[config.mk]
export PLATFORM = sky130hd
export DESIGN_NAME = sem_irq_regs
export DESIGN_NICKNAME = d
export VERILOG_FILES = /design/src/rtl/sem_pkg.sv /design/src/rtl/sem_decode.sv /design/src/rtl/sem_out_bank.sv /design/src/rtl/sem_in_bank.sv /design/src/rtl/sem_irq_regs.sv
export SDC_FILE = /design/constraint.sdc
export NUM_CORES = 1
export LEC_CHECK = 0
export BUFFER_PORTS_ARGS = -buffer_cell sky130_fd_sc_hd__buf_2
export CAP_MARGIN = 40
export CORE_ASPECT_RATIO = 0.75
export CORE_UTILIZATION = 46
export CTS_BUF_LIST = sky130_fd_sc_hd__clkbuf_4 sky130_fd_sc_hd__clkbuf_8 sky130_fd_sc_hd__clkbuf_16
export DETAILED_ROUTE_END_ITERATION = 10
export PLACE_DENSITY = 0.76
export SLEW_MARGIN = 20
export SYNTH_ARGS = -nofsm -noshare
export SYNTH_HDL_FRONTEND = slang
export SYNTH_HIERARCHICAL = 1
export SYNTH_SLANG_ARGS = --single-unit
[constraint.sdc]
create_clock -name clk -period 1.35 [get_ports clk]
set_input_delay 0.2025 -clock clk [delete_from_list [all_inputs] [get_ports clk]]
set_output_delay 0.2025 -clock clk [all_outputs]
set_load 0.005 [all_outputs]
[src/rtl/sem_pkg.sv]
package sem_pkg;
  localparam int ADDR_W = 3;

  typedef enum logic [ADDR_W-1:0] {
    A_OUT  = 3'd0,
    A_IN   = 3'd1,
    A_CLR  = 3'd2,
    A_MASK = 3'd3,
    A_STAT = 3'd4
  } reg_addr_e;

  typedef struct packed {
    logic out_we;
    logic clr_we;
    logic mask_we;
  } wr_strobe_t;
endpackage

[src/rtl/sem_decode.sv]
module sem_decode
  import sem_pkg::*;
(
  input  logic              bus_we,
  input  logic [ADDR_W-1:0] bus_addr,
  output wr_strobe_t        strobe
);
  always_comb begin
    strobe = '0;
    if (bus_we) begin
      case (bus_addr)
        A_OUT:   strobe.out_we  = 1'b1;
        A_CLR:   strobe.clr_we  = 1'b1;
        A_MASK:  strobe.mask_we = 1'b1;
        default: strobe = '0;
      endcase
    end
  end
endmodule

[src/rtl/sem_out_bank.sv]
module sem_out_bank #(
  parameter int W = 16
) (
  input  logic         clk,
  input  logic         rst_n,
  input  logic         host_we,
  input  logic [W-1:0] wdata,
  input  logic [W-1:0] ack,
  output logic [W-1:0] flags
);
  logic [W-1:0] flags_q;
  logic [W-1:0] flags_d;

  always_comb begin
    if (host_we) flags_d = wdata;
    else         flags_d = flags_q & ~ack;
  end

  always_ff @(posedge clk or negedge rst_n) begin
    if (!rst_n) flags_q <= '0;
    else        flags_q <= flags_d;
  end

  assign flags = flags_q;

  p_host_write_r2: assert property (@(posedge clk) disable iff (!rst_n)
    host_we |=> (flags == $past(wdata)));

  p_ack_clears_r3: assert property (@(posedge clk) disable iff (!rst_n)
    (!host_we && (|ack)) |=> ((flags & $past(ack)) == '0));

  p_reset_clean_r1: assert property (@(posedge clk) disable iff (!rst_n)
    !$past(rst_n) |-> (flags == '0));
endmodule

[src/rtl/sem_in_bank.sv]
module sem_in_bank #(
  parameter int W = 16
) (
  input  logic         clk,
  input  logic         rst_n,
  input  logic [W-1:0] set,
  input  logic         clr_we,
  input  logic         mask_we,
  input  logic [W-1:0] wdata,
  output logic [W-1:0] flags,
  output logic [W-1:0] mask,
  output logic         irq
);
  logic [W-1:0] flags_q;
  logic [W-1:0] mask_q;
  logic [W-1:0] live;

  for (genvar i = 0; i < W; i++) begin : g_bit
    logic kill;
    assign kill = clr_we & wdata[i];
    always_ff @(posedge clk or negedge rst_n) begin
      if (!rst_n)      flags_q[i] <= 1'b0;
      else if (set[i]) flags_q[i] <= 1'b1;
      else if (kill)   flags_q[i] <= 1'b0;
    end
    assign live[i] = flags_q[i] & ~mask_q[i];
  end

  always_ff @(posedge clk or negedge rst_n) begin
    if (!rst_n)       mask_q <= '0;
    else if (mask_we) mask_q <= wdata;
  end

  assign flags = flags_q;
  assign mask  = mask_q;
  assign irq   = |live;

  p_set_lands_r4: assert property (@(posedge clk) disable iff (!rst_n)
    (|set) |=> ((flags & $past(set)) == $past(set)));

  p_clear_works_r5: assert property (@(posedge clk) disable iff (!rst_n)
    clr_we |=> ((flags & $past(wdata) & ~$past(set)) == '0));

  p_clear_keeps_r5: assert property (@(posedge clk) disable iff (!rst_n)
    (clr_we && !(|set)) |=> ((flags & ~$past(wdata)) == ($past(flags) & ~$past(wdata))));

  p_set_beats_clear_r6: assert property (@(posedge clk) disable iff (!rst_n)
    (clr_we && (|(set & wdata))) |=> ((flags & $past(set & wdata)) == $past(set & wdata)));

  p_mask_write_r7: assert property (@(posedge clk) disable iff (!rst_n)
    mask_we |=> (mask == $past(wdata)));

  p_irq_cause_r7: assert property (@(posedge clk) disable iff (!rst_n)
    $rose(irq) |-> ($past(|set) || $past(mask_we)));

  p_reset_clean_r1: assert property (@(posedge clk) disable iff (!rst_n)
    !$past(rst_n) |-> (flags == '0 && mask == '0 && !irq));
endmodule

[src/rtl/sem_irq_regs.sv]
module sem_irq_regs
  import sem_pkg::*;
#(
  parameter int W = 16
) (
  input  logic              clk,
  input  logic              rst_n,
  input  logic              bus_we,
  input  logic [ADDR_W-1:0] bus_addr,
  input  logic [W-1:0]      bus_wdata,
  output logic [W-1:0]      bus_rdata,
  input  logic [W-1:0]      cp_set,
  input  logic [W-1:0]      cp_ack,
  output logic [W-1:0]      cp_flags_o,
  output logic              host_irq
);
  localparam logic [W-1:0] STAT_IRQ = W'(1);

  wr_strobe_t   strobe;
  logic [W-1:0] out_flags;
  logic [W-1:0] in_flags;
  logic [W-1:0] in_mask;
  logic         irq;

  sem_decode u_decode (
    .bus_we   (bus_we),
    .bus_addr (bus_addr),
    .strobe   (strobe)
  );

  sem_out_bank #(.W(W)) u_out (
    .clk     (clk),
    .rst_n   (rst_n),
    .host_we (strobe.out_we),
    .wdata   (bus_wdata),
    .ack     (cp_ack),
    .flags   (out_flags)
  );

  sem_in_bank #(.W(W)) u_in (
    .clk     (clk),
    .rst_n   (rst_n),
    .set     (cp_set),
    .clr_we  (strobe.clr_we),
    .mask_we (strobe.mask_we),
    .wdata   (bus_wdata),
    .flags   (in_flags),
    .mask    (in_mask),
    .irq     (irq)
  );

  always_comb begin
    case (bus_addr)
      A_OUT:   bus_rdata = out_flags;
      A_IN:    bus_rdata = in_flags;
      A_MASK:  bus_rdata = in_mask;
      A_STAT:  bus_rdata = irq ? STAT_IRQ : '0;
      default: bus_rdata = '0;
    endcase
  end

  assign cp_flags_o = out_flags;
  assign host_irq   = irq;

  p_in_readonly_r4: assert property (@(posedge clk) disable iff (!rst_n)
    (bus_we && bus_addr == A_IN && !(|cp_set)) |=> $stable(in_flags));

  p_status_bits_r8: assert property (@(posedge clk) disable iff (!rst_n)
    (bus_addr == A_STAT) |-> (bus_rdata[W-1:1] == '0 && bus_rdata[0] == host_irq));

  p_write_wins_r3: assert property (@(posedge clk) disable iff (!rst_n)
    (bus_we && bus_addr == A_OUT) |=> (cp_flags_o == $past(bus_wdata)));
endmodule

* Word level (Yosys, flattened, before mapping)
Cells that the tools add are included.
Storage, ports and cells: flip-flop bits (word level) 48, latch bits 0, bits of input ports 54, bits in writable memories 0, memory bits (read-only) 0, memories 0, output and inout port bits 33
Operators by class: $mul 0, shifts and indexed selects 0, eq/ne operators 4, reduce and logical (&&, ||, !) cells 18, muxes and demuxes 39, add/sub/neg operators 0, bitwise gates (word level) 50, div/mod/pow operators 0, order comparisons 0
Operator list (count):
- $pmux W16 S4 | 1
- $mux W1 | 36
- $and A1 B1 Y1 | 32
- $reduce_bool A2 Y1 | 16
- $and A16 B16 Y16 | 1
- $mux W16 | 1
- $not A1 Y1 | 16
- $not A16 Y16 | 1
- $reduce_or A16 Y1 | 1
- $eq A3 B2 Y1 const B | 2
- $eq A3 B1 Y1 const B | 1
- $eq A3 B3 Y1 const B | 1
- $logic_not A3 Y1 | 1
- $mux W3 | 1

* Logic depth before layout (Yosys ltp)
Gate-level depths: netlist of run 1.
word-level depth 6, gate-level depth with buffers 5, gate-level depth less buffers 5

* Modules after synthesis
The synthesis of run 1 kept the hierarchy.
Modules (own cells, without submodules):
- sem_in_bank | seq. area each 800.8 um^2, instances 1, area each 1316.3 um^2, cells each 109
- sem_out_bank | seq. area each 400.4 um^2, instances 1, area each 701.9 um^2, cells each 67
- sem_irq_regs | seq. area each 0.0 um^2, instances 1, area each 681.9 um^2, cells each 76
- sem_decode | seq. area each 0.0 um^2, instances 1, area each 37.5 um^2, cells each 3

* Worst setup path before layout of run 1
OpenSTA, ideal clock, no wires.
path kind register -> output, start register u_in.flags_q[14] (netlist: u_in/flags[14]), end output bus_rdata[0], data required time 1148 ps, stages on the path, launching flop included 6, arrival time 1284 ps, buffers on the path 0, slack -137 ps, cell sequence dfrtp_1 -> nor2b_1 -> a2111oi_1 -> nand4_1 -> a31oi_1 -> o21ai_1
On the way: longest elaborated chain between the ends 4
RTL lines:
- from (decl) | RTL line sem_in_bank.sv:14 | logic [W-1:0] flags_q;
- from (signal, indexed assignment) | RTL line sem_in_bank.sv:22 | if (!rst_n) flags_q[i] <= 1'b0;
- from (signal, indexed assignment) | RTL line sem_in_bank.sv:23 | else if (set[i]) flags_q[i] <= 1'b1;
- from (signal, indexed assignment) | RTL line sem_in_bank.sv:24 | else if (kill) flags_q[i] <= 1'b0;
- $and A1 B1 Y1 | RTL line sem_in_bank.sv:26 | assign live[i] = flags_q[i] & ~mask_q[i];
- $reduce_or A16 Y1 | RTL line sem_in_bank.sv:36 | assign irq = |live;
- net host_irq | RTL line sem_irq_regs.sv:15 | output logic host_irq
- $mux W1 | RTL line sem_irq_regs.sv:57 | A_STAT: bus_rdata = irq ? STAT_IRQ : '0;
- $pmux W16 S4 | RTL line sem_irq_regs.sv:53 | case (bus_addr)
- to (decl) | RTL line sem_irq_regs.sv:11 | output logic [W-1:0] bus_rdata,
The timed path passes the listed nets, and every way through them passes these cells.

* Final worst setup path of run 1
start register u_in.flags_q[1] (netlist: u_in/flags[1]), end output bus_rdata[0]
On the way: longest elaborated chain between the ends 4
RTL lines (RTL line):
- $and A1 B1 Y1 | sem_in_bank.sv:26
- $reduce_or A16 Y1 | sem_in_bank.sv:36
- $mux W1 | sem_irq_regs.sv:57
- $pmux W16 S4 | sem_irq_regs.sv:53
No other way between the ends.

==> results of run 1 <==
final cells by class:
cell class / instances / area (sq um)
sequential: 48 / 1200
timing repair buffer: 151 / 1030
clock buffer: 8 / 97.6
fill: 437 / 1580
multi-input combinational: 186 / 1500
inverter: 4 / 15.0
tap: 75 / 93.8
worst max-delay path by stage:
stage,cells after the start,slack (ps),start,end
floorplan,5,-140,u_in/flags[14]$_DFFE_PN0P_,bus_rdata[0]
global placement,6,-400,u_in/flags[14]$_DFFE_PN0P_,bus_rdata[0]
detailed placement,6,-430,u_in/flags[14]$_DFFE_PN0P_,bus_rdata[0]
CTS,7,-670,u_in/flags[1]$_DFFE_PN0P_,bus_rdata[0]
global route,7,-810,u_in/flags[1]$_DFFE_PN0P_,bus_rdata[0]
finish,7,-710,u_in/flags[1]$_DFFE_PN0P_,bus_rdata[0]
cells by family after synthesis:
family	after synthesis	synth area share (%)
multiplexers	12	4.94
AO/OA/AOI/OAI	73	25.2
AND/OR/NAND/NOR	101	19.9
flip-flops	48	43.9
buffers and inverters	21	6.03
flip-flops by register name, indices dropped and copies added (netlist names):
register and count:
u_in/flags 16, u_in/mask 16, u_out/flags 16
metal layers:
metal | routed length (microns) | GRT usage, %
met5 | 0 | 0
met4 | 18 | 2.78
met2 | 3550 | 40.8
met3 | 325 | 4.06
met1 | 3410 | 31.7
critical path: cells and delay by family (launching register included):
| kind | cells | cell delay, ps |
|---|---|---|
| AOI/OAI and AO/OA | 3 | 580 |
| DFF | 1 | 410 |
| and+or+nand+nor | 2 | 270 |
| buffers and inverters | 2 | 310 |
synth_stat cells, drive strengths merged:
cell      n
a21oi     1
and3      1
and4bb    1
a2111oi   4
a21o     16
nor2      1
nor4b     1
and2b     1
buf      15
inv       4
nor4bb    1
nand2    51
a211oi   30
nand2b   16
a31oi     1
dfrtp    48
nand4     1
o21ai    21
nor2b    26
mux2     12
clkbuf    2
and4b     1
what timing repair did:
action | 4_1_cts | 5_1_grt
buffers inserted | 15 | 11
resized for setup | 30 | 19
pin swaps | 30 | 21
hold buffers | 1 | 0
endpoints found under the setup margin | 17 | 17
hold endpoints to repair | 48 | 0
metrics by stage:
stage	instance area [sq um]	power, W	hold slack (ps)	utilization (%)	TNS [ps]
after global routing	3940	0.00370	60.9	71.4	-3520
final	3940	0.00352	71.6	71.4	-2470
after CTS	3820	0.00350	66.7	69.2	-2420
after floorplan	2740	0.00208	-93.1	-	-137
after detailed placement	3520	0.00251	209	63.8	-952
after global placement	3520	0.00249	208	63.8	-724
power by group:
group          internal, W  switching (W)
registers          0.00157      0.0000842
clock network     0.000459       0.000470
logic             0.000505       0.000434
==> run metrics, run 1 <==
Mapped Area 2740 sq um; post-synth top area share 43.9%; antenna violations before repair 0; Avg Inst Size Synth 10.7 sq um; minimum clock period 2060 ps; max cap viols 0; Final HPWL DP slightly above 5000 microns; Die Y 68.8 microns; Initial Util 49.5%; Synthesized Nets about 310; wire per inst ~15 microns; RR Startpoint u_in/flags[1]$_DFFE_PN0P_; pin count of the biggest net entering global routing 49; class of the worst hold path in2reg; ANT nets after route 0; worst hold stages 2; Power per Cell Area 892 nW/um^2; VDD IR-drop max around 0.5 mV; TritonCTS Buffers 5; clk root buf clkbuf_8; Post-Place Cells between 400 and 500; first-pass GRT wire length 11400 microns; area grow syn2layout 44.1%; Tcrit/Tclk final 152%; final worst slack -707 ps; failing checks setup timing; RR Endpoint u_in/flags[1]$_DFFE_PN0P_; WHS Endpoint u_out/flags[11]$_DFF_PN0_; count of final max-slew check failures 0; post-synth top area cell dfrtp_1; Final Hold Fails 0; setup violators final 17; Die Area 6270 sq um; share of cells above drive strength 1 59.4%; post-synth cell types 30; worst setup path category reg2out; status finished with violations; PortBufs 86; crit-path max FO 2; GRT overflow 0; number of global-route vias before repair around 2400; Worst Tran Pin Value just over 300 ps; Reg2Reg Setup Slack 400 ps; global-route usage over all layers 23.3%; required time of the critical path 1150 ps; DR vias/cell 5.14; ranking of synthesized cells by area dfrtp_1 44%, a211oi_2 14%, nand2_1 6.3%; Worst-path clk slew ~90 ps; CP Data Arrival Time about 1900 ps; R2R depth 3; pre-CTS setup slack -430 ps; Synth Instances 255; yosys warns 6; Clock Skews 0 ps; RSZ-0062 raised after global routing yes; maximum clock path buffer count 2; commonest cells after routing, fill and taps aside 85 x buf_2, 48 x dfrtp_1, 45 x nand2_1, 45 x buf_4, 30 x a211oi_2; Die Width 91.1 microns; Sink Count 48; Layout Cells excl Fill 472; WL final roughly 7300 microns; DR vias 2426; most common cell after layout, fill and taps aside buf_2; Lkg Pwr 1.75 nW; CP Capture Type output port; Final Wtd Congestion 0.759; IO Count 87; # diodes 0; register area share after synthesis around 44%; Hold Crit Start cp_ack[11]; Yosys reg bits 48; achievable clock frequency 486 MHz; slowest stage delay, CP 410 ps; Max transition margin 79.0%; drt initial violations 114; # rows 23; Core ar. 5530 sq um; Clock Latency Late Sink 290 ps; DRT Pass-1 Iters 6; TritonCTS clock tree built; H-tree depth 2; DR DRC count 0; worst path cell trace nor2b_4, a2111oi_4, buf_4, nand4_1, a31oi_1, o21ai_1, buf_2; Startpoint Class register; slowest stage cell, crit path dfrtp_1; NumNets Final 450
(Power assumes the default switching activity.)
==> inputs of run 2 (changes only) <==
Settings changed: CORE_MARGIN set to 2, SKIP_CTS_REPAIR_TIMING set to 1.
==> run 2 against run 1 <==
Net effect: the flow still finishes with violations (setup timing); largest cell class unchanged; final cell count fell by 1.3%; die area rose by 5.2%; total power rose by 8.8%; fmax rose by 2.6%; via count rose by 0.29%; clock skew did not move; sequential share of layout area fell by 0.068 points.
==> run metrics, run 2 (same netlist as run 1, synthesis figures left out) <==
TritonCTS Buffers 5 (unchanged); required time of the critical path 1150 ps (about the same); H-tree depth 2 (unchanged); count of final max-slew check failures 0 (unchanged); setup violators final 17 (unchanged); achievable clock frequency 499 MHz (was 486 MHz); antenna violations before repair 0 (unchanged); GRT overflow 0 (unchanged); Hold Slack 56.4 ps (was 71.6 ps); pin count of the biggest net entering global routing 29 (was 49); Initial Util 47.2% (was 49.5%); TritonCTS clock tree built (unchanged); Worst Tran Pin Value 463 ps (was 310 ps); max cap viols 0 (unchanged); wire per inst 16.1 microns (was 15.5 microns); commonest cells after routing, fill and taps aside 86 x buf_2, 48 x dfrtp_1, 43 x nand2_1, 41 x buf_4, 26 x a211oi_2 (was 85 x buf_2, 48 x dfrtp_1, 45 x nand2_1, 45 x buf_4, 30 x a211oi_2); # diodes 0 (unchanged); NumNets Final 441 (was 450); Lkg Pwr 1.73 nW (was 1.75 nW); Clock Latency Late Sink 310 ps (was 290 ps); # rows 24 (was 23); worst setup path category reg2out (unchanged); DR vias 2433 (was 2426); area grow syn2layout 44.4% (was 44.1%); minimum clock period 2010 ps (was 2060 ps); drt initial violations 119 (was 114); global-route usage over all layers 22.1% (was 23.3%); maximum clock path buffer count 2 (unchanged); ANT nets after route 0 (unchanged); first-pass GRT wire length 11400 microns (about the same); WL final 7510 microns (was 7310 microns); CP Capture Type output port (unchanged); final worst slack -655 ps (was -707 ps); Design Area, Final 3950 sq um (was 3940 sq um); DRT Pass-1 Iters 4 (was 6); crit-path max FO 2 (unchanged); class of the worst hold path in2reg (unchanged); Final Hold Fails 0 (unchanged); Startpoint Class register (unchanged); Core ar. 5800 sq um (was 5530 sq um); DR DRC count 0 (unchanged); Die Area 6590 sq um (was 6270 sq um); IO Count 87 (unchanged); clk root buf clkbuf_8 (unchanged); failing checks setup timing (unchanged); Worst-path clk slew 90 ps (about the same); RSZ-0062 raised after global routing yes (unchanged); Final HPWL DP 5250 microns (was 5120 microns); Placed Area 3530 sq um (was 3520 sq um); final core occ 68.2% (was 71.4%); Clock Skews 0 ps (unchanged); PortBufs 86 (unchanged); most common cell after layout, fill and taps aside buf_2 (unchanged); VDD IR-drop max 0.517 mV (was 0.494 mV); number of global-route vias before repair 2383 (was 2385); Die Y 70.8 microns (was 68.8 microns); Die Width 93.1 microns (was 91.1 microns); Tcrit/Tclk final 149% (was 152%); CP Data Arrival Time 1800 ps (was 1850 ps); Final Wtd Congestion 0.797 (was 0.759); DR vias/cell 5.22 (was 5.14); Max transition margin 69.2% (was 79.0%); Sink Count 48 (unchanged); status finished with violations (unchanged); share of cells above drive strength 1 59.3% (was 59.4%); Power per Cell Area 969 nW/um^2 (was 892 nW/um^2)
run 2: power by group:
group | internal [W] | switching [W]
clock | 0.000654 | 0.000501
combinational | 0.000529 | 0.000482
sequential | 0.00157 | 0.0000953
run 2: layout make-up:
class | instances | area, sq um
fillers | 452 | 1840
multi-input cells | 186 | 1560
inverters | 4 | 15.0
flip-flops and latches | 48 | 1200
clock inverters | 1 | 30.0
clock buffers | 7 | 96.3
well taps | 78 | 97.6
repair buffers | 142 | 950
run 2: per-layer routing:
layer / GRT usage (%) / share of wire, %
met5: 0 / 0
met3: 4.37 / 5.2
met4: 6.21 / 0.73
met2: 34.1 / 48
met1: 32.1 / 46
run 2: worst paths after layout:
path                                            startpoint                         to  slack (ps)  depth (start not counted)
worst max-delay path            u_in/flags[13]$_DFFE_PN0P_               bus_rdata[0]        -660                          6
worst min-delay path                            cp_ack[10]  u_out/flags[10]$_DFF_PN0_          60                          2
worst max register to register    u_in/mask[7]$_DFFE_PN0P_   u_in/mask[7]$_DFFE_PN0P_         410                          2
worst min register to register    u_out/flags[1]$_DFF_PN0_   u_out/flags[1]$_DFF_PN0_         560                          2
max in group asynchronous                            rst_n  u_in/flags[3]$_DFFE_PN0P_         470                          3
min in group asynchronous                            rst_n  u_in/mask[11]$_DFFE_PN0P_         380                          2
run 2: critical path, stage by stage, from the launching register on:
cell and delay [ps]:
dfrtp_1 390, nor2b_4 140, a2111oi_4 310, nand4_1 180
a31oi_1 230, o21ai_1 100, buf_2 130
run 2: stage by stage:
step	setup WS, ps	std cells	total power [W]	TNS [ps]
finish	-655	466	0.00383	-2510
global route	-752	466	0.00398	-3520
CTS	-828	456	0.00368	-3480
detailed placement	-421	448	0.00253	-935
global placement	-337	448	0.00249	-554
floorplan	-137	255	0.00208	-137
==> inputs of run 3 (changes only) <==
Settings changed: REMOVE_ABC_BUFFERS set to 1.
==> run 3 against run 2 <==
Net effect: the flow still finishes with violations (setup timing); flip-flop and latch count is the same; fmax fell by 0.62%; sequential share of layout area increased by 0.39 points; clock skew stayed put; combinational power is 12% lower; sequential power hardly changed; critical path depth is the same; largest cell class unchanged.
==> run metrics, run 3 (same netlist as run 1, synthesis figures left out) <==
Final Wtd Congestion 0.819 (was 0.797); CP Data Arrival Time 1820 ps (was 1800 ps); global-route usage over all layers 21.5% (was 22.1%); crit-path max FO 2 (unchanged); most common cell after layout, fill and taps aside buf_2 (unchanged); Clock Latency Late Sink 300 ps (was 310 ps); Worst Tran Pin Value 401 ps (was 463 ps); NumNets Final 449 (was 441); final core occ 67.3% (was 68.2%); # rows 24 (unchanged); PortBufs 86 (unchanged); pin count of the biggest net entering global routing 49 (was 29); Lkg Pwr 1.73 nW (about the same); WL final 7170 microns (was 7510 microns); Layout Cells excl Fill 474 (was 466); pre-CTS setup slack -485 ps (was -421 ps); final worst slack -668 ps (was -655 ps); clk root buf clkbuf_8 (unchanged); Worst-path clk slew 90 ps (about the same); # diodes 0 (unchanged); DR vias/cell 5.05 (was 5.22); Final HPWL DP 5060 microns (was 5250 microns); failing checks setup timing (unchanged); worst hold stages 2 (unchanged); DR DRC count 0 (unchanged); first-pass GRT wire length 11200 microns (was 11400 microns); H-tree depth 2 (unchanged); DR vias 2395 (was 2433); TritonCTS clock tree built (unchanged); Initial Util 47.2% (unchanged); Die Area 6590 sq um (unchanged); CP Capture Type output port (unchanged); max cap viols 0 (unchanged); required time of the critical path 1150 ps (about the same); worst setup path category reg2out (unchanged); maximum clock path buffer count 2 (unchanged); Die Y 70.8 microns (unchanged); achievable clock frequency 496 MHz (was 499 MHz); Tcrit/Tclk final 149% (about the same); Sink Count 48 (unchanged); setup TNS -2560 ps (was -2510 ps); antenna violations before repair 0 (unchanged); drt initial violations 102 (was 119); area grow syn2layout 42.6% (was 44.4%); number of global-route vias before repair 2394 (was 2383); share of cells above drive strength 1 58.8% (was 59.3%); class of the worst hold path in2reg (unchanged); VDD IR-drop max 0.483 mV (was 0.517 mV); GRT overflow 0 (unchanged); R2R depth 2 (unchanged); commonest cells after routing, fill and taps aside 85 x buf_2, 48 x buf_4, 48 x dfrtp_1, 46 x nand2_1, 28 x a211oi_2 (was 86 x buf_2, 48 x dfrtp_1, 43 x nand2_1, 41 x buf_4, 26 x a211oi_2); Clock Skews 0 ps (unchanged); Max transition margin 73.2% (was 69.2%); ANT nets after route 0 (unchanged); Power per Cell Area 887 nW/um^2 (was 969 nW/um^2); minimum clock period 2020 ps (was 2010 ps); Core ar. 5800 sq um (unchanged); setup violators final 17 (unchanged); TritonCTS Buffers 5 (unchanged); status finished with violations (unchanged); wire per inst 15.1 microns (was 16.1 microns); Startpoint Class register (unchanged); Post-Place Cells 452 (was 448); Die Width 93.1 microns (unchanged); count of final max-slew check failures 0 (unchanged); RSZ-0062 raised after global routing yes (unchanged); Final Hold Fails 0 (unchanged); DRT Pass-1 Iters 4 (unchanged); IO Count 87 (unchanged)
[run 3: changes by cell type in the layout (fill, tap and decap cells not counted), sizes merged]
cell,delta
bufinv,-1
clkinvlp,+1
buf,+8
[run 3: worst paths after layout]
check / start / endpoint / slack [ps]
max: u_in/flags[14]$_DFFE_PN0P_ / bus_rdata[0] / -670
min in group asynchronous: rst_n / u_out/flags[9]$_DFF_PN0_ / 410
max in group asynchronous: rst_n / u_out/flags[2]$_DFF_PN0_ / 710
max reg2reg: u_in/mask[1]$_DFFE_PN0P_ / u_in/mask[1]$_DFFE_PN0P_ / 420
min reg2reg: u_in/mask[12]$_DFFE_PN0P_ / u_in/mask[12]$_DFFE_PN0P_ / 550
min: cp_ack[9] / u_out/flags[9]$_DFF_PN0_ / 60
[run 3: final cells by class]
cell class | count | area (sq um)
clock buffer | 7 | 90.1
clock inverter | 1 | 7.51
fill | 448 | 1890
inverter | 4 | 15.0
multi-input combinational | 186 | 1480
sequential | 48 | 1200
tap | 78 | 97.6
timing repair buffer | 150 | 1010
[run 3: stage by stage]
stage	hold WS (ps)	area [sq um]	power, W
6_report	60.9	3900	0.00346
5_1_grt	50.3	3900	0.00365
4_1_cts	-127	3650	0.00341
3_5_place_dp	208	3550	0.00248
3_3_place_gp	208	3550	0.00246
2_1_floorplan	-93.1	2590	0.00200
[run 3: critical path, cell delays in order (launching register included)]
cell and delay [ps]:
dfrtp_1 400, nor2b_1 140, a2111oi_1 420, nand4_1 170, a31oi_1 150, o21ai_1 100, buf_2 130
[run 3: where the power goes]
group	internal (W)	total (W)	switching [W]
Clock	0.000437	0.000919	0.000481
Combinational	0.000473	0.000888	0.000415
Sequential	0.00157	0.00165	0.0000877
[run 3: metal layers]
layer / up-vias / global-route usage, % / routed length, microns
li1: 1163 / - / -
met1: 1149 / 29.8 / 3350
met2: 73 / 34.8 / 3400
met3: 10 / 4.58 / 338
met4: 0 / 5.56 / 83
met5: - / 0 / 0
